--- config.mk ---
export PLATFORM = sky130hd
export DESIGN_NAME = fmm_unit
export DESIGN_NICKNAME = d
export VERILOG_FILES = /design/src/rtl/fmm_pkg.sv /design/src/rtl/fmm_classify.sv /design/src/rtl/fmm_order.sv /design/src/rtl/fmm_nan_sel.sv /design/src/rtl/fmm_unit.sv
export SDC_FILE = /design/constraint.sdc
export NUM_CORES = 1
export LEC_CHECK = 0
export BUFFER_PORTS_ARGS = -buffer_cell sky130_fd_sc_hd__buf_2
export CORE_MARGIN = 5
export CORE_UTILIZATION = 45
export CTS_CLUSTER_DIAMETER = 100
export DETAILED_ROUTE_END_ITERATION = 6
export PLACE_DENSITY_LB_ADDON = 0.2
export REMOVE_ABC_BUFFERS = 1
export SLEW_MARGIN = 30
export SYNTH_ARGS = -nofsm -noshare
export SYNTH_HDL_FRONTEND = slang
export SYNTH_HIERARCHICAL = 1
export SYNTH_SLANG_ARGS = --single-unit
--- constraint.sdc ---
create_clock -name clk -period 11.34 [get_ports clk]
set_input_delay 0.567 -clock clk [delete_from_list [all_inputs] [get_ports clk]]
set_output_delay 0.567 -clock clk [all_outputs]
set_load 0.02 [all_outputs]
--- src/rtl/fmm_pkg.sv ---
package fmm_pkg;

    localparam int FP_W    = 64;
    localparam int FP_EXPW = 11;

    typedef enum logic [1:0] {
        FAM_NUM08    = 2'b00,
        FAM_STRICT19 = 2'b01,
        FAM_NUM19    = 2'b10,
        FAM_CSEL     = 2'b11
    } fam_e;

    typedef struct packed {
        logic is_max;
        logic use_mag;
        fam_e fam;
    } mode_t;

    typedef enum logic {
        ST_EMPTY  = 1'b0,
        ST_LOADED = 1'b1
    } fmm_state_e;

endpackage

--- src/rtl/fmm_classify.sv ---
module fmm_classify #(
    parameter int FW   = 64,
    parameter int EXPW = 11
) (
    input  logic [FW-1:0] x,
    output logic [FW-1:0] mag,
    output logic          is_nan,
    output logic          is_snan,
    output logic          is_zero,
    output logic [FW-1:0] quieted
);
    localparam int MANW = FW - EXPW - 1;
    localparam int QBIT = MANW - 1;
    localparam logic [FW-1:0] INF_PAT = {1'b0, {EXPW{1'b1}}, {MANW{1'b0}}};

    always_comb begin
        mag     = {1'b0, x[FW-2:0]};
        is_nan  = mag > INF_PAT;
        is_snan = is_nan & ~x[QBIT];
        is_zero = (mag == '0);
        quieted = x;
        quieted[QBIT] = 1'b1;
    end
endmodule

--- src/rtl/fmm_order.sv ---
module fmm_order #(
    parameter int FW = 64
) (
    input  logic [FW-1:0] a,
    input  logic [FW-1:0] b,
    input  logic [FW-1:0] mag_a,
    input  logic [FW-1:0] mag_b,
    input  logic          zero_a,
    input  logic          zero_b,
    input  logic          use_mag,
    input  logic          zero_eq,
    input  logic          is_max,
    output logic          pick_a
);
    logic [FW-1:0] lhs, rhs, l_ord, r_ord;

    always_comb begin
        lhs = a;
        rhs = b;
        if (use_mag && (mag_a != mag_b)) begin
            lhs = mag_a;
            rhs = mag_b;
        end
        if (zero_eq) begin
            if (zero_a) lhs = '0;
            if (zero_b) rhs = '0;
        end
        if (is_max) begin
            l_ord = rhs;
            r_ord = lhs;
        end else begin
            l_ord = lhs;
            r_ord = rhs;
        end
        if (l_ord[FW-1]) begin
            if (!r_ord[FW-1]) pick_a = 1'b1;
            else              pick_a = (l_ord > r_ord);
        end else if (r_ord[FW-1]) begin
            pick_a = 1'b0;
        end else begin
            pick_a = (l_ord < r_ord);
        end
    end
endmodule

--- src/rtl/fmm_nan_sel.sv ---
module fmm_nan_sel
    import fmm_pkg::*;
#(
    parameter int FW = 64
) (
    input  fam_e          fam,
    input  logic [FW-1:0] a,
    input  logic [FW-1:0] b,
    input  logic [FW-1:0] qa,
    input  logic [FW-1:0] qb,
    input  logic          a_nan,
    input  logic          b_nan,
    input  logic          a_snan,
    input  logic          b_snan,
    output logic [FW-1:0] nres
);
    always_comb begin
        nres = b;
        unique case (fam)
            FAM_NUM08: begin
                if (a_snan)               nres = qa;
                else if (b_snan)          nres = qb;
                else if (a_nan && b_nan)  nres = qa;
                else if (a_nan)           nres = b;
                else                      nres = a;
            end
            FAM_STRICT19: nres = a_nan ? qa : qb;
            FAM_NUM19: begin
                if (a_nan && b_nan)       nres = qa;
                else if (a_nan)           nres = b;
                else                      nres = a;
            end
            FAM_CSEL:                     nres = b;
            default:                      nres = b;
        endcase
    end
endmodule

--- src/rtl/fmm_unit.sv ---
module fmm_unit
    import fmm_pkg::*;
#(
    parameter int FW   = FP_W,
    parameter int EXPW = FP_EXPW
) (
    input  logic          clk,
    input  logic          rst_n,
    input  logic          in_valid,
    input  logic [FW-1:0] op_a,
    input  logic [FW-1:0] op_b,
    input  logic [3:0]    mode,
    input  logic          trap_en,
    output logic          out_valid,
    output logic [FW-1:0] result,
    output logic          snan_flag,
    output logic          wr_en
);
    localparam int NOPS = 2;

    fmm_state_e    st_q, st_d;
    logic [FW-1:0] a_q, b_q;
    mode_t         mode_q;
    logic          trap_q;

    logic [FW-1:0] opnd    [NOPS];
    logic [FW-1:0] mag     [NOPS];
    logic [FW-1:0] quiet   [NOPS];
    logic          nan_f   [NOPS];
    logic          snan_f  [NOPS];
    logic          zero_f  [NOPS];

    logic          pick_a;
    logic [FW-1:0] nan_res;
    logic          any_nan, any_snan;
    logic [FW-1:0] res_c;

    // state register
    always_ff @(posedge clk or negedge rst_n) begin
        if (!rst_n) st_q <= ST_EMPTY;
        else        st_q <= st_d;
    end

    always_comb begin
        st_d = st_q;
        unique case (st_q)
            ST_EMPTY:  if (in_valid)  st_d = ST_LOADED;
            ST_LOADED: if (!in_valid) st_d = ST_EMPTY;
            default:                  st_d = ST_EMPTY;
        endcase
    end

    // operand capture
    always_ff @(posedge clk or negedge rst_n) begin
        if (!rst_n) begin
            a_q    <= '0;
            b_q    <= '0;
            mode_q <= '0;
            trap_q <= 1'b0;
        end else if (in_valid) begin
            a_q    <= op_a;
            b_q    <= op_b;
            mode_q <= mode_t'(mode);
            trap_q <= trap_en;
        end
    end

    assign opnd[0] = a_q;
    assign opnd[1] = b_q;

    generate
        for (genvar gi = 0; gi < NOPS; gi++) begin : g_cls
            fmm_classify #(.FW(FW), .EXPW(EXPW)) u_cls (
                .x       (opnd[gi]),
                .mag     (mag[gi]),
                .is_nan  (nan_f[gi]),
                .is_snan (snan_f[gi]),
                .is_zero (zero_f[gi]),
                .quieted (quiet[gi])
            );
        end
    endgenerate

    fmm_order #(.FW(FW)) u_order (
        .a       (a_q),
        .b       (b_q),
        .mag_a   (mag[0]),
        .mag_b   (mag[1]),
        .zero_a  (zero_f[0]),
        .zero_b  (zero_f[1]),
        .use_mag (mode_q.use_mag),
        .zero_eq (mode_q.fam == FAM_CSEL),
        .is_max  (mode_q.is_max),
        .pick_a  (pick_a)
    );

    fmm_nan_sel #(.FW(FW)) u_nan (
        .fam    (mode_q.fam),
        .a      (a_q),
        .b      (b_q),
        .qa     (quiet[0]),
        .qb     (quiet[1]),
        .a_nan  (nan_f[0]),
        .b_nan  (nan_f[1]),
        .a_snan (snan_f[0]),
        .b_snan (snan_f[1]),
        .nres   (nan_res)
    );

    always_comb begin
        any_nan  = nan_f[0] | nan_f[1];
        any_snan = snan_f[0] | snan_f[1];
        res_c    = any_nan ? nan_res : (pick_a ? a_q : b_q);
    end

    // outputs
    always_comb begin
        out_valid = (st_q == ST_LOADED);
        result    = out_valid ? res_c : '0;
        snan_flag = out_valid & any_snan;
        wr_en     = out_valid & ~(trap_q & any_snan);
    end

    assert_latency_R2: assert property (@(posedge clk) disable iff (!rst_n)
        in_valid |=> out_valid);
    assert_idle_R2: assert property (@(posedge clk) disable iff (!rst_n)
        !in_valid |=> !out_valid);
    assert_pick_operand_R3: assert property (@(posedge clk) disable iff (!rst_n)
        out_valid |-> (result == a_q || result == b_q ||
                       result == quiet[0] || result == quiet[1]));
    assert_csel_nan_b_R9: assert property (@(posedge clk) disable iff (!rst_n)
        (out_valid && mode_q.fam == FAM_CSEL && (nan_f[0] || nan_f[1])) |-> result == b_q);
    assert_snan_qualified_R10: assert property (@(posedge clk) disable iff (!rst_n)
        snan_flag |-> out_valid);
    assert_trap_block_R11: assert property (@(posedge clk) disable iff (!rst_n)
        (out_valid && trap_q && snan_flag) |-> !wr_en);
    assert_write_open_R11: assert property (@(posedge clk) disable iff (!rst_n)
        (out_valid && !snan_flag) |-> wr_en);
endmodule

# ---- Yosys cells after proc, flatten, opt, wreduce, memory -nomap -nowiden
# Cells that the tools add are included.
dict set report totals {
  register_bits 134
  latchBits 0
  ram_bits 0
  rom_bits 0
  in_bits 136
  output_inout_bits 67
  elab_cells 51
  memories 0
}
dict set report classes {
  add_sub_neg 0
  mul 0
  n_div 0
  n_lt_le_gt_ge 4
  n_eq_ne 4
  n_shift 0
  muxes 21
  bitwise_logic 10
  n_reduce_logical 5
}
# cell n
set ops {}
lappend ops {{$mux W64} 16}
lappend ops {{$pmux W64 S4} 1}
lappend ops {{$gt A63 B63 Y1 const B} 2}
lappend ops {{$logic_not A63 Y1} 2}
lappend ops {{$gt A64 B64 Y1} 1}
lappend ops {{$lt A64 B64 Y1} 1}
lappend ops {{$ne A63 B63 Y1} 1}
lappend ops {{$and A1 B1 Y1} 5}
lappend ops {{$eq A2 B2 Y1 const B} 2}
lappend ops {{$mux W1} 4}
lappend ops {{$not A1 Y1} 3}
lappend ops {{$eq A2 B1 Y1 const B} 1}
lappend ops {{$logic_and A1 B1 Y1} 2}
lappend ops {{$logic_not A2 Y1} 1}
lappend ops {{$or A1 B1 Y1} 2}

# ---- Depth between registers and ports, before layout
dict set report depth {
  depth_word 12
  mapped_depth 23
  mapped_depth_nobuf 19
}

# ---- Cells and area by module
# Netlist, hierarchy kept.
# mod instances cells_each area_each_um2 seq_area_each_um2
set by_module_without_submodules {}
lappend by_module_without_submodules {fmm_unit 1 520 7300.8 3353.2}
lappend by_module_without_submodules {fmm_nan_sel 1 840 5919.4 0.0}
lappend by_module_without_submodules {fmm_order 1 566 4590.7 0.0}
lappend by_module_without_submodules {fmm_classify 2 159 1158.6 0.0}

# ---- Least setup slack after synthesis
# Ideal clock, no wire load.
dict set report synth_path {
  kind {reg-to-output}
  startpoint {register a_q[21]}
  endpoint {output result[10]}
  t_arrival_ps 4963
  required_time_ps 10773
  slack_ps 5810
  stages_incl_launch_ff 23
  path_buffers 4
  cell_sequence {dfrtp_1 nor4_1 nand4_1 nor4_2 and4_1 nand2_1 nand2b_1 buf_1 clkbuf_1 o22ai_1 ha_1 nand4_2 nor4_2 inv_1 nor4_2 inv_1 or4_1 a21oi_1 nor2_1 buf_6 buf_12 mux2_4 o311a_1}
}
# item line_no
set synth_lines {}
lappend synth_lines {{from (decl)} fmm_unit.sv:22} ;# logic [FW-1:0] a_q, b_q;
lappend synth_lines {{from (signal assigned)} fmm_unit.sv:61} ;# a_q <= op_a;
lappend synth_lines {{to (decl)} fmm_unit.sv:15} ;# output logic [FW-1:0] result,

# ---- Worst setup path after layout
dict set report layout_path {
  startpoint {register b_q[46]}
  endpoint {output result[22]}
}
dict set report layout_between {
  elab_chain_cells 12
  word_cells_on_any_way 27
  classes_between {order compare: 3; eq/ne: 1; mux: 18; bitwise: 2; reduce/logical: 3}
}
# item line_no
set layout_rtl {}
lappend layout_rtl {{from (decl)} fmm_unit.sv:22}
lappend layout_rtl {{from (signal assigned)} fmm_unit.sv:62} ;# b_q <= op_b;
lappend layout_rtl {{$ne A63 B63 Y1} fmm_order.sv:20} ;# if (use_mag && (mag_a != mag_b)) begin
lappend layout_rtl {{$logic_and A1 B1 Y1} fmm_order.sv:20}
lappend layout_rtl {{$mux W64} fmm_order.sv:20}
lappend layout_rtl {{$mux W64 (on tied branches)} {fmm_order.sv:25, fmm_order.sv:26}}
lappend layout_rtl {{$mux W64} fmm_order.sv:24} ;# if (zero_eq) begin
lappend layout_rtl {{$mux W64} fmm_order.sv:28} ;# if (is_max) begin
lappend layout_rtl {{$lt A64 B64 Y1 / $gt A64 B64 Y1 (equally long branches)} {fmm_order.sv:41, fmm_order.sv:37}}
lappend layout_rtl {{$mux W1 (on tied branches)} {fmm_order.sv:38, fmm_order.sv:36}}
lappend layout_rtl {{$mux W1 *} fmm_order.sv:35} ;# if (l_ord[FW-1]) begin
lappend layout_rtl {{net pick_a} fmm_unit.sv:33} ;# logic pick_a;
lappend layout_rtl {{$mux W64 * (2 in a row)} fmm_unit.sv:113} ;# res_c = any_nan ? nan_res : (pick_a ? a_q : b_q);
lappend layout_rtl {{$mux W64 *} fmm_unit.sv:119} ;# result = out_valid ? res_c : '0;
# Mark *: on every way through the listed nets, which the timed path passes. The rest lies on a longest branch.

==> flow_summary.html <==
<table>
<tr><th>Metric</th><th>Value</th></tr>
<tr><th colspan="2">Logic synthesis</th></tr>
<tr><td>Yosys warns</td><td>6</td></tr>
<tr><td>Post-synthesis async set-or-reset flop share</td><td>100%</td></tr>
<tr><td>Most used flip-flop cell after synthesis</td><td>dfrtp_1</td></tr>
<tr><td>Post-synthesis sequential element count</td><td>134</td></tr>
<tr><td>Top area cells in the synthesized netlist</td><td>dfrtp_1 (17%), mux2i_1 (13%), buf_4 (10%), mux2_2 (7.7%), mux2_4 (4.5%)</td></tr>
<tr><td>Fraction of the yosys area taken by sequential cells</td><td>16.7%</td></tr>
<tr><td>Most common cell in the netlist</td><td>buf_4</td></tr>
<tr><td>Distinct cell type count of the synthesized netlist</td><td>55</td></tr>
<tr><td>Netlist area before placement</td><td>20,100 sq um</td></tr>
<tr><td>Post-Synthesis Mean Instance Area</td><td>8.97 sq um</td></tr>
<tr><td>Top post-synthesis cells by count</td><td>buf_4 (273), mux2i_1 (255), mux2_2 (138), dfrtp_1 (134), o22ai_1 (115)</td></tr>
<tr><td>Cell type with the largest total area after synthesis</td><td>dfrtp_1</td></tr>
<tr><td>Post-synth top area share</td><td>16.7%</td></tr>
<tr><td>Number of standard cells after synthesis</td><td>2,244</td></tr>
<tr><td>Count of flip-flops with a built-in enable after synthesis</td><td>0</td></tr>
<tr><th colspan="2">Timing</th></tr>
<tr><td>Slew at the pin with the worst max-slew slack</td><td>1010 ps</td></tr>
<tr><td>Fin. Hold Viols</td><td>0</td></tr>
<tr><td>Min Hold Slack</td><td>113 ps</td></tr>
<tr><td>Setup repair after global routing missed its margin</td><td>no</td></tr>
<tr><td>Setup clock skew after layout</td><td>0 ps</td></tr>
<tr><td>Final max-slew violation count</td><td>0</td></tr>
<tr><td>Fraction of the cycle the final worst path needs</td><td>72.9%</td></tr>
<tr><td>Post-route minimum period</td><td>8260 ps</td></tr>
<tr><td>Tightest slew margin relative to the limit</td><td>33.0%</td></tr>
<tr><td>Final setup violation count</td><td>0</td></tr>
<tr><td>Peak Freq</td><td>121 MHz</td></tr>
<tr><th colspan="2">Power and ir drop</th></tr>
<tr><td>Worst voltage drop across the vdd grid</td><td>0.109 mV</td></tr>
<tr><td>Part of the total power dissipated in the clock network</td><td>23.1%</td></tr>
<tr><td>Comb power frac</td><td>48.8%</td></tr>
<tr><td>Power density of the placed cells</td><td>126 nW/um^2</td></tr>
<tr><td>Static Leakage</td><td>8.20 nW</td></tr>
<tr><td>Net Sw Power</td><td>1.03 mW</td></tr>
<tr><td>Portion of total power attributed to sequential cells</td><td>28.1%</td></tr>
<tr><td>Cell-internal power</td><td>1.47 mW</td></tr>
<tr><td>Fraction of power spent switching nets</td><td>41.2%</td></tr>
<tr><th colspan="2">Clocking</th></tr>
<tr><td>Setup repair bufs after CTS</td><td>0</td></tr>
<tr><td>Clock Pin Slew Worst Setup and Hold Paths</td><td>70 ps</td></tr>
<tr><td>CTS tree</td><td>built</td></tr>
<tr><td>Number of instances resized during post-cts repair</td><td>0</td></tr>
<tr><td>CTS Buffer Depth</td><td>2</td></tr>
<tr><td>Root Driver</td><td>clkbuf_16</td></tr>
<tr><td>CTS buffer count</td><td>17</td></tr>
<tr><td>H-tree level count</td><td>4</td></tr>
<tr><td>Clock insertion delay at the later pin of the skew report</td><td>490 ps</td></tr>
<tr><td>Number of hold buffers added after CTS</td><td>0</td></tr>
<tr><td>Sink count of the clock tree</td><td>134</td></tr>
<tr><th colspan="2">Critical path</th></tr>
<tr><td>Critical path capture point type</td><td>primary output</td></tr>
<tr><td>Critical Path Start Type</td><td>flip-flop</td></tr>
<tr><td>Max stage delay on crit path</td><td>730 ps</td></tr>
<tr><td>Top fanout value on the critical path</td><td>55</td></tr>
<tr><td>Worst Path Required</td><td>10,770 ps</td></tr>
<tr><td>Worst setup path class</td><td>reg2out</td></tr>
<tr><td>Reg2reg end</td><td>mode_q[1]</td></tr>
<tr><td>Cell-by-cell trace of the critical path</td><td>xnor2_1, nand4_1, nor4_1, nand4_1, nand2_4, buf_4, mux2i_1, o22ai_1, ha_1, nand4_1, nor4_2, inv_1, nor4_2, inv_1, o311ai_0, a21oi_1, nor2_4, buf_4, mux2_4, o311a_1, buf_2</td></tr>
<tr><td>Critical path buffer and inverter count</td><td>5</td></tr>
<tr><td>R2R setup slack</td><td>9360 ps</td></tr>
<tr><td>Critical-path cell with the highest stage delay</td><td>buf_4</td></tr>
<tr><td>Critical path capture point</td><td>result[22]</td></tr>
<tr><td>R2R depth</td><td>2</td></tr>
<tr><td>Cell family contributing the most delay on the critical path</td><td>simple AND/OR/NAND/NOR gates</td></tr>
<tr><td>Critical path depth</td><td>21</td></tr>
<tr><td>Cell type with the highest occurrence count on the critical path</td><td>nand4_1</td></tr>
<tr><td>R2r startpoint</td><td>mode_q[1]</td></tr>
<tr><td>Critical path data arrival time</td><td>7700 ps</td></tr>
<tr><td>Worst setup path startpoint</td><td>b_q[46]</td></tr>
<tr><th colspan="2">Place</th></tr>
<tr><td>Total of buffers placed on input and output ports</td><td>202</td></tr>
<tr><td>Half-perimeter wire length after detailed placement</td><td>38,800 um</td></tr>
<tr><td>RePlAce Congestion</td><td>0.866</td></tr>
<tr><td>Area after detailed placement</td><td>19,100 sq um</td></tr>
<tr><th colspan="2">Floorplanning</th></tr>
<tr><td>Standard-cell rows</td><td>77</td></tr>
<tr><td>Initial standard-cell utilization of the core</td><td>45.5%</td></tr>
<tr><td>Core box area</td><td>44,200 sq um</td></tr>
<tr><td>Ports placed on the boundary</td><td>203</td></tr>
<tr><td>Die Wd</td><td>221 um</td></tr>
<tr><td>Area enclosed by the die boundary</td><td>49,100 sq um</td></tr>
<tr><td>Die Y</td><td>221 um</td></tr>
<tr><th colspan="2">Finish</th></tr>
<tr><td>Final std cell area, no fill</td><td>19,700 sq um</td></tr>
<tr><td>Number of filler cells placed in the layout</td><td>4,275</td></tr>
<tr><td>P&amp;R area growth vs syn</td><td>-2.08%</td></tr>
<tr><td>Total Nets Final</td><td>2,234</td></tr>
<tr><td>Share of post-route cells with drive strength above 1</td><td>23.9%</td></tr>
<tr><td>Number of diodes added for antenna fixing</td><td>0</td></tr>
<tr><th colspan="2">Detailed routing</th></tr>
<tr><td>DRC violation total after the first TritonRoute iteration</td><td>1,549</td></tr>
<tr><td>Number of DRC violations after detailed routing</td><td>0</td></tr>
<tr><td>Total via count in the routed design</td><td>16.7k</td></tr>
<tr><td>Wire length per cell after detailed routing</td><td>22.7 um</td></tr>
<tr><td>Overall routed net length</td><td>59,900 um</td></tr>
<tr><td>Number of nets still failing antenna checks after routing</td><td>0</td></tr>
<tr><td>Per-cell via count in the routed design</td><td>6.33</td></tr>
<tr><td>1st-pass router iterations</td><td>6</td></tr>
<tr><th colspan="2">Run</th></tr>
<tr><td>Max-cap check violation count</td><td>0</td></tr>
<tr><th colspan="2">Worst hold path</th></tr>
<tr><td>Worst Hold Class</td><td>in2async</td></tr>
<tr><th colspan="2">GRT</th></tr>
<tr><td>Gr usage total</td><td>23.4%</td></tr>
<tr><td>Overflow left after global routing</td><td>0</td></tr>
<tr><td>Maximum number of pins on one net before global-route repair</td><td>193</td></tr>
<tr><td>Number of antenna violations at the first check in global routing</td><td>0</td></tr>
<tr><td>Via count of the first global-routing pass</td><td>15.9k</td></tr>
<tr><td>Global-route wire length before repair</td><td>94,200 um</td></tr>
<tr><th colspan="2">Status</th></tr>
<tr><td>Outcome</td><td>completed</td></tr>
</table>
==> through the flow <==
step / std cells / utilization, % / TNS (ps) / power [mW] / worst slack, ps
6_report: 2639 / 44.6 / 0 / 2.49 / 3080
5_1_grt: 2639 / 44.6 / 0 / 2.65 / 2630
4_1_cts: 2637 / 44.4 / 0 / 2.51 / 3110
3_5_place_dp: 2605 / 43.1 / 0 / 1.91 / 3680
3_3_place_gp: 2605 / 43.1 / 0 / 1.89 / 3680
2_1_floorplan: 1783 / - / -729950 / 1.64 / -11430
==> power groups by stage <==
stage | clock network (mW) | logic, mW | registers [mW]
after floorplan | 0 | 0.980 | 0.656
after global placement | 0 | 1.19 | 0.702
after detailed placement | 0 | 1.21 | 0.707
after CTS | 0.598 | 1.21 | 0.698
after global routing | 0.611 | 1.32 | 0.717
final | 0.577 | 1.22 | 0.699
==> sequential cells by signal (all words and copies together), names as in the netlist <==
| signal | flops |
|---|---|
| a_q | 64 |
| b_q | 64 |
| mode_q | 4 |
| out_valid | 1 |
| trap_q | 1 |
==> cell families (layout without fill, tap and decap cells) <==
kind of cell	count (synthesis)	count (layout)	synth area share [%]
AO/OA/AOI/OAI	646	646	24.0
XOR/XNOR	64	64	2.78
adder cells (fa/ha/maj)	64	64	3.98
buffers and inverters	463	266	15.6
flip-flops	134	134	16.7
multiplexers	453	453	24.9
other	4	4	0.0746
AND/OR/NAND/NOR	416	416	12.0
==> layout make-up <==
class                           count  area, sq um  share of cell area [%]
Multi-Input combinational cell   1647        13700                    69.5
Sequential cell                   134         3360                    17.1
Timing Repair Buffer              232         1320                    6.68
Tap cell                          592          741                    3.76
Clock buffer                       20          457                    2.32
Clock inverter                     12          128                   0.647
Inverter                            2         7.51                  0.0381
==> worst min path at each step <==
stage                     slack [ps]  endpoint   start
after global routing             170   a_q[53]   rst_n
after detailed placement         500    trap_q  trap_q
after global placement           490    trap_q  trap_q
final                            110   a_q[53]   rst_n
after CTS                        120   a_q[54]   rst_n
after floorplan                  270    a_q[0]   rst_n
==> routing by layer <==
layer  share of wire [%]  GRT usage, %
met4                 1.9          6.50
met3                 5.1          3.73
met2                  47          37.6
met5                   0             0
met1                  46          32.7
==> cells in the final DEF (no fill, tap or decap), types with 64 or more instances in the layout <==
cell type / n
dfrtp_1: 131
ha_1: 64
o311a_1: 64
nand2_1: 86
o22ai_1: 115
mux2_2: 138
o21bai_1: 64
mux2i_1: 255
nor2_1: 71
xnor2_1: 64
a21oi_1: 114
buf_2: 200
(Power assumes the default switching activity.)
